`src/rtl/pxc_pkg.sv`:
```
package pxc_pkg;

   typedef enum logic [1:0] {
      ARM_WAIT_IDLE  = 2'd0,
      ARM_WAIT_PULSE = 2'd1,
      ARM_WAIT_END   = 2'd2,
      ARM_RUN        = 2'd3
   } arm_state_t;

   function automatic logic [1:0] arm_code(input arm_state_t s);
      return logic'(s == ARM_RUN) ? 2'b11 : 2'(s);
   endfunction

endpackage

```
`src/rtl/pxc_in_stage.sv`:
```
module pxc_in_stage #(
   parameter int BYTE_W           = 8,
   parameter bit LVAL_ACTIVE_LOW  = 1'b0,
   parameter bit FSYNC_ACTIVE_LOW = 1'b0
) (
   input  logic              clk,
   input  logic              rst_n,
   input  logic [BYTE_W-1:0] cam_byte,
   input  logic              cam_lval,
   input  logic              cam_fsync,
   output logic [BYTE_W-1:0] byte_q,
   output logic              lval_q,
   output logic              fsync_q
);

   logic lval_norm;
   logic fsync_norm;

   generate
      if (LVAL_ACTIVE_LOW) begin : g_lval_low
         assign lval_norm = ~cam_lval;
      end else begin : g_lval_high
         assign lval_norm = cam_lval;
      end
      if (FSYNC_ACTIVE_LOW) begin : g_fsync_low
         assign fsync_norm = ~cam_fsync;
      end else begin : g_fsync_high
         assign fsync_norm = cam_fsync;
      end
   endgenerate

   // frame-sync register resets to "active" so a level already present
   // at reset release is never mistaken for an idle-to-active edge
   always_ff @(posedge clk or negedge rst_n) begin
      if (!rst_n) begin
         byte_q  <= '0;
         lval_q  <= 1'b0;
         fsync_q <= 1'b1;
      end else begin
         byte_q  <= cam_byte;
         lval_q  <= lval_norm;
         fsync_q <= fsync_norm;
      end
   end

endmodule

```
`src/rtl/pxc_frame_arm.sv`:
```
module pxc_frame_arm
   import pxc_pkg::*;
(
   input  logic clk,
   input  logic rst_n,
   input  logic fsync_q,
   output logic run,
   output logic frame_start
);

   arm_state_t state, state_nx;
   logic       fsync_prev;

   always_comb begin
      state_nx    = state;
      frame_start = 1'b0;
      unique case (state)
         ARM_WAIT_IDLE:  if (!fsync_q) state_nx = ARM_WAIT_PULSE;
         ARM_WAIT_PULSE: if (fsync_q)  state_nx = ARM_WAIT_END;
         ARM_WAIT_END: begin
            if (!fsync_q) begin
               state_nx    = ARM_RUN;
               frame_start = 1'b1;
            end
         end
         ARM_RUN:        frame_start = fsync_prev & ~fsync_q;
         default:        state_nx = ARM_WAIT_IDLE;
      endcase
   end

   always_ff @(posedge clk or negedge rst_n) begin
      if (!rst_n) begin
         state      <= ARM_WAIT_IDLE;
         fsync_prev <= 1'b1;
      end else begin
         state      <= state_nx;
         fsync_prev <= fsync_q;
      end
   end

   assign run = (arm_code(state) == 2'b11);

endmodule

```
`src/rtl/pxc_pair_pack.sv`:
```
module pxc_pair_pack #(
   parameter int BYTE_W     = 8,
   parameter bit HIGH_FIRST = 1'b1,
   localparam int PIX_W     = 2 * BYTE_W
) (
   input  logic              clk,
   input  logic              rst_n,
   input  logic [BYTE_W-1:0] byte_q,
   input  logic              lval_q,
   input  logic              run,
   output logic              pair_done,
   output logic [PIX_W-1:0]  word
);

   logic              phase;
   logic [BYTE_W-1:0] first_byte;

   assign pair_done = run & lval_q & phase;

   always_ff @(posedge clk or negedge rst_n) begin
      if (!rst_n) begin
         phase      <= 1'b0;
         first_byte <= '0;
      end else if (!(run && lval_q)) begin
         phase      <= 1'b0;
      end else begin
         phase <= ~phase;
         if (!phase) first_byte <= byte_q;
      end
   end

   generate
      if (HIGH_FIRST) begin : g_hi_first
         assign word = {first_byte, byte_q};
      end else begin : g_lo_first
         assign word = {byte_q, first_byte};
      end
   endgenerate

endmodule

```
`src/rtl/pxc_coord.sv`:
```
module pxc_coord #(
   parameter int COL_W = 11,
   parameter int ROW_W = 10
) (
   input  logic             clk,
   input  logic             rst_n,
   input  logic             lval_q,
   input  logic             run,
   input  logic             frame_start,
   input  logic             pair_done,
   output logic [COL_W-1:0] col_cnt,
   output logic [ROW_W-1:0] row_cnt,
   output logic             sof_pend,
   output logic             line_end
);

   logic lval_prev;

   assign line_end = run & lval_prev & ~lval_q;

   always_ff @(posedge clk or negedge rst_n) begin
      if (!rst_n) begin
         lval_prev <= 1'b0;
         col_cnt   <= '0;
         row_cnt   <= '0;
         sof_pend  <= 1'b0;
      end else begin
         lval_prev <= lval_q & run;
         if (!lval_q)        col_cnt <= '0;
         else if (pair_done) col_cnt <= col_cnt + 1'b1;
         if (frame_start)    row_cnt <= '0;
         else if (line_end)  row_cnt <= row_cnt + 1'b1;
         if (frame_start)    sof_pend <= 1'b1;
         else if (pair_done) sof_pend <= 1'b0;
      end
   end

endmodule

```
`src/rtl/pix_pair_capture.sv`:
```
module pix_pair_capture #(
   parameter int BYTE_W           = 8,
   parameter int COL_W            = 11,
   parameter int ROW_W            = 10,
   parameter bit HIGH_FIRST       = 1'b1,
   parameter bit LVAL_ACTIVE_LOW  = 1'b0,
   parameter bit FSYNC_ACTIVE_LOW = 1'b0,
   localparam int PIX_W           = 2 * BYTE_W
) (
   input  logic              pclk,
   input  logic              rst_n,
   input  logic [BYTE_W-1:0] cam_byte,
   input  logic              cam_lval,
   input  logic              cam_fsync,
   output logic [PIX_W-1:0]  pix_data,
   output logic              pix_valid,
   output logic              pix_sof,
   output logic              pix_eol,
   output logic [COL_W-1:0]  pix_col,
   output logic [ROW_W-1:0]  pix_row
);

   generate
      if (BYTE_W < 1 || BYTE_W > 32) begin : g_bad_byte
         $error("pix_pair_capture: BYTE_W out of range");
      end
      if (COL_W < 1 || ROW_W < 1) begin : g_bad_cnt
         $error("pix_pair_capture: counter widths must be positive");
      end
   endgenerate

   logic [BYTE_W-1:0] byte_q;
   logic              lval_q, fsync_q;
   logic              run, frame_start;
   logic              pair_done, line_end, sof_pend;
   logic [PIX_W-1:0]  word;
   logic [COL_W-1:0]  col_cnt;
   logic [ROW_W-1:0]  row_cnt;

   pxc_in_stage #(
      .BYTE_W(BYTE_W), .LVAL_ACTIVE_LOW(LVAL_ACTIVE_LOW),
      .FSYNC_ACTIVE_LOW(FSYNC_ACTIVE_LOW)
   ) u_in (
      .clk(pclk), .rst_n(rst_n), .cam_byte(cam_byte), .cam_lval(cam_lval),
      .cam_fsync(cam_fsync), .byte_q(byte_q), .lval_q(lval_q), .fsync_q(fsync_q)
   );

   pxc_frame_arm u_arm (
      .clk(pclk), .rst_n(rst_n), .fsync_q(fsync_q), .run(run),
      .frame_start(frame_start)
   );

   pxc_pair_pack #(.BYTE_W(BYTE_W), .HIGH_FIRST(HIGH_FIRST)) u_pack (
      .clk(pclk), .rst_n(rst_n), .byte_q(byte_q), .lval_q(lval_q), .run(run),
      .pair_done(pair_done), .word(word)
   );

   pxc_coord #(.COL_W(COL_W), .ROW_W(ROW_W)) u_coord (
      .clk(pclk), .rst_n(rst_n), .lval_q(lval_q), .run(run),
      .frame_start(frame_start), .pair_done(pair_done), .col_cnt(col_cnt),
      .row_cnt(row_cnt), .sof_pend(sof_pend), .line_end(line_end)
   );

   always_ff @(posedge pclk or negedge rst_n) begin
      if (!rst_n) begin
         pix_data  <= '0;
         pix_valid <= 1'b0;
         pix_sof   <= 1'b0;
         pix_eol   <= 1'b0;
         pix_col   <= '0;
         pix_row   <= '0;
      end else begin
         pix_valid <= pair_done;
         pix_eol   <= line_end;
         pix_sof   <= pair_done & sof_pend;
         if (pair_done) begin
            pix_data <= word;
            pix_col  <= col_cnt;
            pix_row  <= row_cnt;
         end
      end
   end

endmodule

```
`config.mk`:
```
export PLATFORM = sky130hd
export DESIGN_NAME = pix_pair_capture
export DESIGN_NICKNAME = d
export VERILOG_FILES = /design/src/rtl/pxc_pkg.sv /design/src/rtl/pxc_in_stage.sv /design/src/rtl/pxc_frame_arm.sv /design/src/rtl/pxc_pair_pack.sv /design/src/rtl/pxc_coord.sv /design/src/rtl/pix_pair_capture.sv
export SDC_FILE = /design/constraint.sdc
export NUM_CORES = 1
export LEC_CHECK = 0
export BUFFER_PORTS_ARGS = -buffer_cell sky130_fd_sc_hd__buf_2
export CELL_PAD_IN_SITES_DETAIL_PLACEMENT = 0
export CELL_PAD_IN_SITES_GLOBAL_PLACEMENT = 1
export CORE_AREA = 3 3 85 103
export CTS_CLUSTER_DIAMETER = 80
export DETAILED_ROUTE_END_ITERATION = 10
export DIE_AREA = 0 0 88 106
export PLACE_DENSITY = 0.79
export SYNTH_ARGS = -nofsm -noshare
export SYNTH_HDL_FRONTEND = slang
export SYNTH_SLANG_ARGS = --single-unit
```
`constraint.sdc`:
```
create_clock -name pclk -period 1.95 [get_ports pclk]
set_input_delay 0.195 -clock pclk [delete_from_list [all_inputs] [get_ports pclk]]
set_output_delay 0.195 -clock pclk [all_outputs]
set_load 0.005 [all_outputs]
```
==> results of run 1 <==
==> kinds of logic after synthesis <==
logic type | synth area share
AO/OA/AOI/OAI | 0.0661
XOR/XNOR | 0.0103
adder cells (fa/ha/maj) | 0.0257
buffers and inverters | 0.0272
flip-flops | 0.625
multiplexers | 0.0353
AND/OR/NAND/NOR | 0.210
==> sequential cells by signal, summed over array words and instances (netlist names), 2 cells and up <==
register,cells
u_coord.row_cnt,10
u_pack.first_byte,8
u_in.byte_q,8
pix_data,16
pix_col,11
pix_row,10
u_coord.col_cnt,11
u_arm.state,2
==> final timing paths <==
kind                            depth (start not counted)  slack [ns]                        from                        endpoint
worst min register to register                          0        0.41      u_in.fsync_q$_DFF_PN1_      u_arm.fsync_prev$_DFF_PN1_
worst max-delay path                                    5        0.23  u_arm.state[0]$_DFFE_PN0P_  u_coord.col_cnt[8]$_DFFE_PN0P_
min in group pclk                                       0        0.41      u_in.fsync_q$_DFF_PN1_      u_arm.fsync_prev$_DFF_PN1_
worst max register to register                          5        0.23  u_arm.state[0]$_DFFE_PN0P_  u_coord.col_cnt[8]$_DFFE_PN0P_
max in group asynchronous                               3        1.10                       rst_n          u_in.fsync_q$_DFF_PN1_
worst min-delay path                                    2        0.26                       rst_n          pix_row[6]$_DFFE_PN0P_
==> cell usage after synthesis <==
cell type  number
nand2_1       110
dfrtp_1        83
a21oi_1        14
o21ai_0        13
inv_1          10
mux2_2          8
nand3_1         8
nor2_1          8
ha_1            7
o31ai_1         7
or4_1           7
buf_2           5
clkbuf_1        4
or3_1           4
mux2i_1         3
nand4_1         3
xor2_1          3
clkinv_1        2
dfstp_2         2
nand4_4         2
nor4_1          2
or3_2           2
a22oi_1         1
and2_1          1
buf_4           1
nand2b_2        1
nand3_2         1
nand3b_4        1
nand4b_1        1
nor3b_1         1
o21a_1          1
o21bai_1        1
o22ai_1         1
o31a_1          1
or2_2           1
xnor2_1         1
==> through the flow <==
step	instance area, um2	hold WS [ns]	setup WS [ns]
after floorplan	3410	-0.101	0.334
after CTS	4100	0.264	0.170
final	4110	0.263	0.228
after global routing	4110	0.271	0.0664
after detailed placement	3790	0.112	0.187
after global placement	3790	0.114	0.226
==> power groups by stage <==
stage / clock network, mW / logic (mW) / registers [mW]
floorplan: 0 / 0.586 / 2.37
global placement: 0 / 0.970 / 2.38
detailed placement: 0 / 1.00 / 2.39
CTS: 1.32 / 1.01 / 2.37
global route: 1.39 / 1.14 / 2.42
finish: 1.29 / 0.985 / 2.37
==> layer usage <==
metal	vias up	GRT usage	part of all wire
met2	51	0.241	0.47
met1	1164	0.192	0.47
met4	0	0.0526	0.014
li1	1206	-	-
met3	10	0.0372	0.045
met5	-	0	0
==> final cells by class <==
cell class	count	area share
clock inverters	7	0.0195
well taps	92	0.0280
repair buffers	68	0.104
inverters	12	0.0110
clock buffers	9	0.0302
flip-flops and latches	85	0.519
multi-input cells	214	0.289
==> timing repair <==
item,4_1_cts,5_1_grt
hold buffers,11,0
endpoints found under the hold margin,31,0
setup endpoints to repair,0,1
gates resized for setup,0,1
==> qor.yml, run 1 <==
yosysWarnings: 0
via_count: 2431
synthCells: 321
hold_viol: 0
syn_to_final_growth_pct: 20.5
rsz0062_at_grt: "no"
comb_power_share: 0.212
dp_hpwl_mm: 4.24
finalNetCount: 409
seq_area_mm2: 0.00213
place_inst: 460
total_power_mw: 4.64
synth_area_leaders: "dfrtp_1 (61%), nand2_1 (12%), mux2_2 (2.6%)"
drc: 0
path_buf_inv: 1
synth_top_area_cell: "dfrtp_1"
skew_ns: 0.0106
worstMarginPinSlew_ns: 0.463
grt_first_pass_wirelength_mm: 11.0
path_max_fanout: 7
grt_usage: 0.149
clockBufferDepth: 2
num_io_pins: 52
multi_input_area_mm2: 0.00119
drv_slew: 0
status: "finished, final reports clean"
p_seq_frac: 0.510
die_x_um: 88
die-height_um: 106
antenna-diode-count: 0
power.clock.fraction: 0.277
cts.clk_slew.worst_paths_ns: 0.09
final_cells: 487
htree_levels: 3
cts_setup_buffers: 0
numCtsBuffers: 9
maxCapViolCount: 0
grt_overflow: 0
worstPathCellList: "ha_2, buf_4, nand3_1, or4_1, a21oi_1"
postRouteAntennaNets: 0
final_common_cell: "nand2_1"
core_mm2: 0.00775
p_leak_nw: 2.10
clock_latency_ns: 0.36
postRouteWirelength_mm: 6.48
viasPerCell: 4.99
grt_pass1_vias: 2437
fmax_mhz: 581
crit_path_end_kind: "register"
synth-seq-cells: 85
gp_congestion: 0.796
synth.distinct_cells: 36
synth_top_area_share: 0.610
grt_max_degree: 45
cts_tree: "yes"
worstSetupPathType: "reg2reg"
routedWlPerCell_um: 13.3
initial_core_util: 0.440
drtPass1Iterations: 4
vdd_drop_max_mv: 0.583
arrival_ns: 2.01
period_minus_slack_ns: 1.72
fin_util: 0.530
start_kind: "register"
antenna_found_initial: 0
min_path_type: "in2async"
crit_path_max_incr_delay_ns: 0.46
synth.avg_cell_area_um2: 10.6
first_iter_violations: 119
tns_ns: 0
cts-root-buf: "clkbuf_8"
syn_nets: 340
final_cell_mix: "nand2_1 (110), dfrtp_1 (83), buf_2 (50)"
clock-sinks: 85
worstPathRequired_ns: 2.24
row_count: 35
layout-drive-gt1-share: 0.233
crit_slowest_cell: "or4_1"
post-route-period-util: 0.883
fillerInstances: 717
power_switching_mw: 1.46
seq_area_frac_synth: 0.625
relSlewSlack: 0.691
worst_path_dominant_cell_family: "simple AND/OR/NAND/NOR gates"
p_int_mw: 3.18
io_buffers: 51
power_switching_share: 0.314
power-per-cell-area_mw_per_mm2: 1130
setup_viol: 0
syn_area_mm2: 0.00341
fp.dieArea_mm2: 0.00933
Note: power is estimated with default switching activity, not from simulation.
==> inputs of run 2 (changes only) <==
--- a/config.mk
+++ b/config.mk
@@ -8,11 +8,12 @@
 export BUFFER_PORTS_ARGS = -buffer_cell sky130_fd_sc_hd__buf_2
 export CELL_PAD_IN_SITES_DETAIL_PLACEMENT = 0
 export CELL_PAD_IN_SITES_GLOBAL_PLACEMENT = 1
-export CORE_AREA = 3 3 85 103
+export CORE_AREA = 3 3 84 102
 export CTS_CLUSTER_DIAMETER = 80
 export DETAILED_ROUTE_END_ITERATION = 10
-export DIE_AREA = 0 0 88 106
+export DIE_AREA = 0 0 87 105
 export PLACE_DENSITY = 0.79
 export SYNTH_ARGS = -nofsm -noshare
 export SYNTH_HDL_FRONTEND = slang
+export SYNTH_HIERARCHICAL = 1
 export SYNTH_SLANG_ARGS = --single-unit
==> qor.yml, run 2 <==
synth_area_leaders: "dfrtp_1 (59%), mux2_4 (8.6%), mux2_2 (8.3%)"
io_buffers: 51  # unchanged
hold_slack_ns: 0.381  # +0.119 ns
post-route-period-util: 0.933  # +0.0496
postRouteWirelength_mm: 5.77  # -11%
routedWlPerCell_um: 14.1  # +5.9%
relSlewSlack: 0.685  # -0.00654
status: "finished, final reports clean"
async_reset_ff_frac: 1.00  # unchanged
fillerInstances: 632  # -12%
power_switching_mw: 1.25  # -14%
antenna_found_initial: 0  # unchanged
synth_common_cells: "dfrtp_1 (83), mux2_2 (26), mux2_4 (20)"
first_iter_violations: 96  # -19%
grt.met3_usage: 0.0339  # -0.00330
r2r_end: "u_coord/col_cnt[9]$_DFFE_PN0P_"
viasPerCell: 4.85  # -2.8%
cts_setup_buffers: 0  # unchanged
start_kind: "register"
grt_usage: 0.142  # -0.00688
use_met2: 0.197  # -0.0443
synth_top_area_cell: "dfrtp_1"
postRouteAntennaNets: 0  # unchanged
synth-seq-cells: 85  # unchanged
syn_to_final_growth_pct: 18.7
yosysWarnings: 6  # +6
synth.distinct_cells: 37  # +2.8%
fmax_mhz: 550  # -5.3%
largest_register: "pix_data"
seq_area_frac_synth: 0.607  # -0.0178
crit_path_end_kind: "register"
setup_viol: 0  # unchanged
die-height_um: 105  # -0.94%
initial_core_util: 0.458  # +0.0181
power-per-cell-area_mw_per_mm2: 1100  # -2.6%
layout-drive-gt1-share: 0.409  # +0.176
synth.avg_cell_area_um2: 14.2  # +34%
syn_nets: 267  # -21%
clock-sinks: 85  # unchanged
synth_flop_cell: "dfrtp_1"
vdd_drop_max_mv: 0.733  # +26%
finalNetCount: 333  # -19%
final_cell_mix: "dfrtp_1 (82), buf_2 (50), mux2_2 (26)"
maxCapViolCount: 0  # unchanged
drtPass1Iterations: 4  # unchanged
power.clock.fraction: 0.270  # -0.007
rsz0062_at_grt: "no"
htree_levels: 3  # unchanged
reg.largest.list: "pix_data (16), pix_col (11), u_coord/col_cnt (11)"
seq_area_mm2: 0.00213  # about the same
tns_ns: 0  # unchanged
dpl_cell_area_mm2: 0.00385  # +1.7%
clockBufferDepth: 2  # unchanged
r2r-start: "u_arm/state[1]$_DFFE_PN0P_"
via_count: 1989  # -18%
worstPathRequired_ns: 2.23  # about the same
cts.clk_slew.worst_paths_ns: 0.08  # about the same
gp_congestion: 0.765  # -3.9%
core_mm2: 0.00766  # -1.1%
dp_hpwl_mm: 3.77  # -11%
cts_tree: "yes"
clock_latency_ns: 0.34  # -0.02 ns
die_x_um: 87  # -1.1%
cts-root-buf: "clkbuf_8"
multi_input_area_mm2: 0.00126  # +5.8%
drv_slew: 0  # unchanged
grt_overflow: 0  # unchanged
power_switching_share: 0.272  # -0.0419
p_seq_frac: 0.499  # -0.011
grt_busiest_layer: "met1"
row_count: 35  # unchanged
fin_area_mm2: 0.00416  # +1.4%
final_common_cell: "dfrtp_1"
antenna-diode-count: 0  # unchanged
place_inst: 383  # -17%
yosysMostFrequentCell: "dfrtp_1"
comb_power_share: 0.231  # +0.019
worstMarginPinSlew_ns: 0.473  # +0.00981 ns
fin_util: 0.543  # +0.0136
rr_worst_depth: 6  # +1
skew_ns: 0.00628  # -0.00436 ns
rrSetupSlack_ns: 0.13  # -0.10 ns
num_io_pins: 52  # unchanged
arrival_ns: 2.10  # +0.09 ns
syn_area_mm2: 0.00351  # +2.9%
worstSetupPathType: "reg2reg"
final_cells: 410  # -16%
synth_edf_count: 0  # unchanged
grt_pass1_vias: 2056  # -16%
grt_max_degree: 86  # +91%
fp.dieArea_mm2: 0.00914  # -2.1%
numCtsBuffers: 9  # unchanged
period_minus_slack_ns: 1.82  # +0.0967 ns
synthCells: 247  # -23%
p_leak_nw: 2.08  # -1.0%
drc: 0  # unchanged
p_int_mw: 3.33  # +4.8%
path_max_fanout: 5  # -2
largest_reg_flops: 16  # unchanged
grt_first_pass_wirelength_mm: 10.2  # -7.1%
min_path_type: "in2async"
synth_top_area_share: 0.592  # -0.0174
hold_viol: 0  # unchanged
grtUsageMet1: 0.212  # +0.0202
run 2: per-layer routing:
layer  wire length (um)  vias to the layer above
met4                103                        0
met5                  0                        -
li1                   -                      973
met2               2590                       44
met3                248                        9
met1               2830                      963
run 2: worst max path at each step:
stage | startpoint | to | slack, ns | cells past startpoint
floorplan | u_arm/state[1]$_DFFE_PN0P_ | u_coord/col_cnt[9]$_DFFE_PN0P_ | 0.04 | 7
global placement | u_arm/state[1]$_DFFE_PN0P_ | u_coord/col_cnt[9]$_DFFE_PN0P_ | 0.15 | 6
detailed placement | u_arm/state[1]$_DFFE_PN0P_ | u_coord/col_cnt[9]$_DFFE_PN0P_ | 0.1 | 6
CTS | u_arm/state[1]$_DFFE_PN0P_ | u_coord/col_cnt[9]$_DFFE_PN0P_ | 0.08 | 6
global route | u_arm/state[1]$_DFFE_PN0P_ | u_coord/col_cnt[9]$_DFFE_PN0P_ | 0.04 | 6
finish | u_arm/state[1]$_DFFE_PN0P_ | u_coord/col_cnt[9]$_DFFE_PN0P_ | 0.13 | 6
run 2: final cells by class:
class                      instances  share of cell area
timing repair buffer              70               0.106
sequential                        85               0.512
inverter                           6             0.00541
clock buffer                       9              0.0297
tap                               92              0.0276
multi-input combinational        141               0.302
clock inverter                     7              0.0180
run 2: kinds of logic after synthesis:
logic type               count (synthesis)  synth area share
adder cells (fa/ha/maj)                  8            0.0285
buffers and inverters                   21            0.0382
multiplexers                            48             0.175
AND/OR/NAND/NOR                         60            0.0960
flip-flops                              85             0.607
XOR/XNOR                                16            0.0400
AO/OA/AOI/OAI                            9            0.0153
run 2: stage by stage:
step | setup slack [ns] | total power [mW]
6_report | 0.131 | 4.58
5_1_grt | 0.0377 | 4.87
4_1_cts | 0.0765 | 4.66
3_5_place_dp | 0.0979 | 3.39
3_3_place_gp | 0.149 | 3.34
2_1_floorplan | 0.0364 | 3.01
run 2: power by group through the flow:
stage / clock network (mW) / registers [mW] / logic, mW
after global placement: 0 / 2.31 / 1.03
after global routing: 1.34 / 2.35 / 1.18
after CTS: 1.28 / 2.29 / 1.08
after detailed placement: 0 / 2.33 / 1.06
final: 1.24 / 2.29 / 1.06
after floorplan: 0 / 2.32 / 0.691
run 2: critical path, stage by stage (launching register included):
cell and delay (ns):
dfrtp_2 0.43, ha_4 0.18, and3_2 0.21, nor2b_2 0.06
or3_1 0.32, or4_1 0.48, nand2_1 0.08
run 2: timing repair:
action / CTS / global route
setup endpoints to repair: 0 / 2
endpoints found under the hold margin: 93 / 0
hold buffers: 11 / 0
resized for setup: 0 / 1
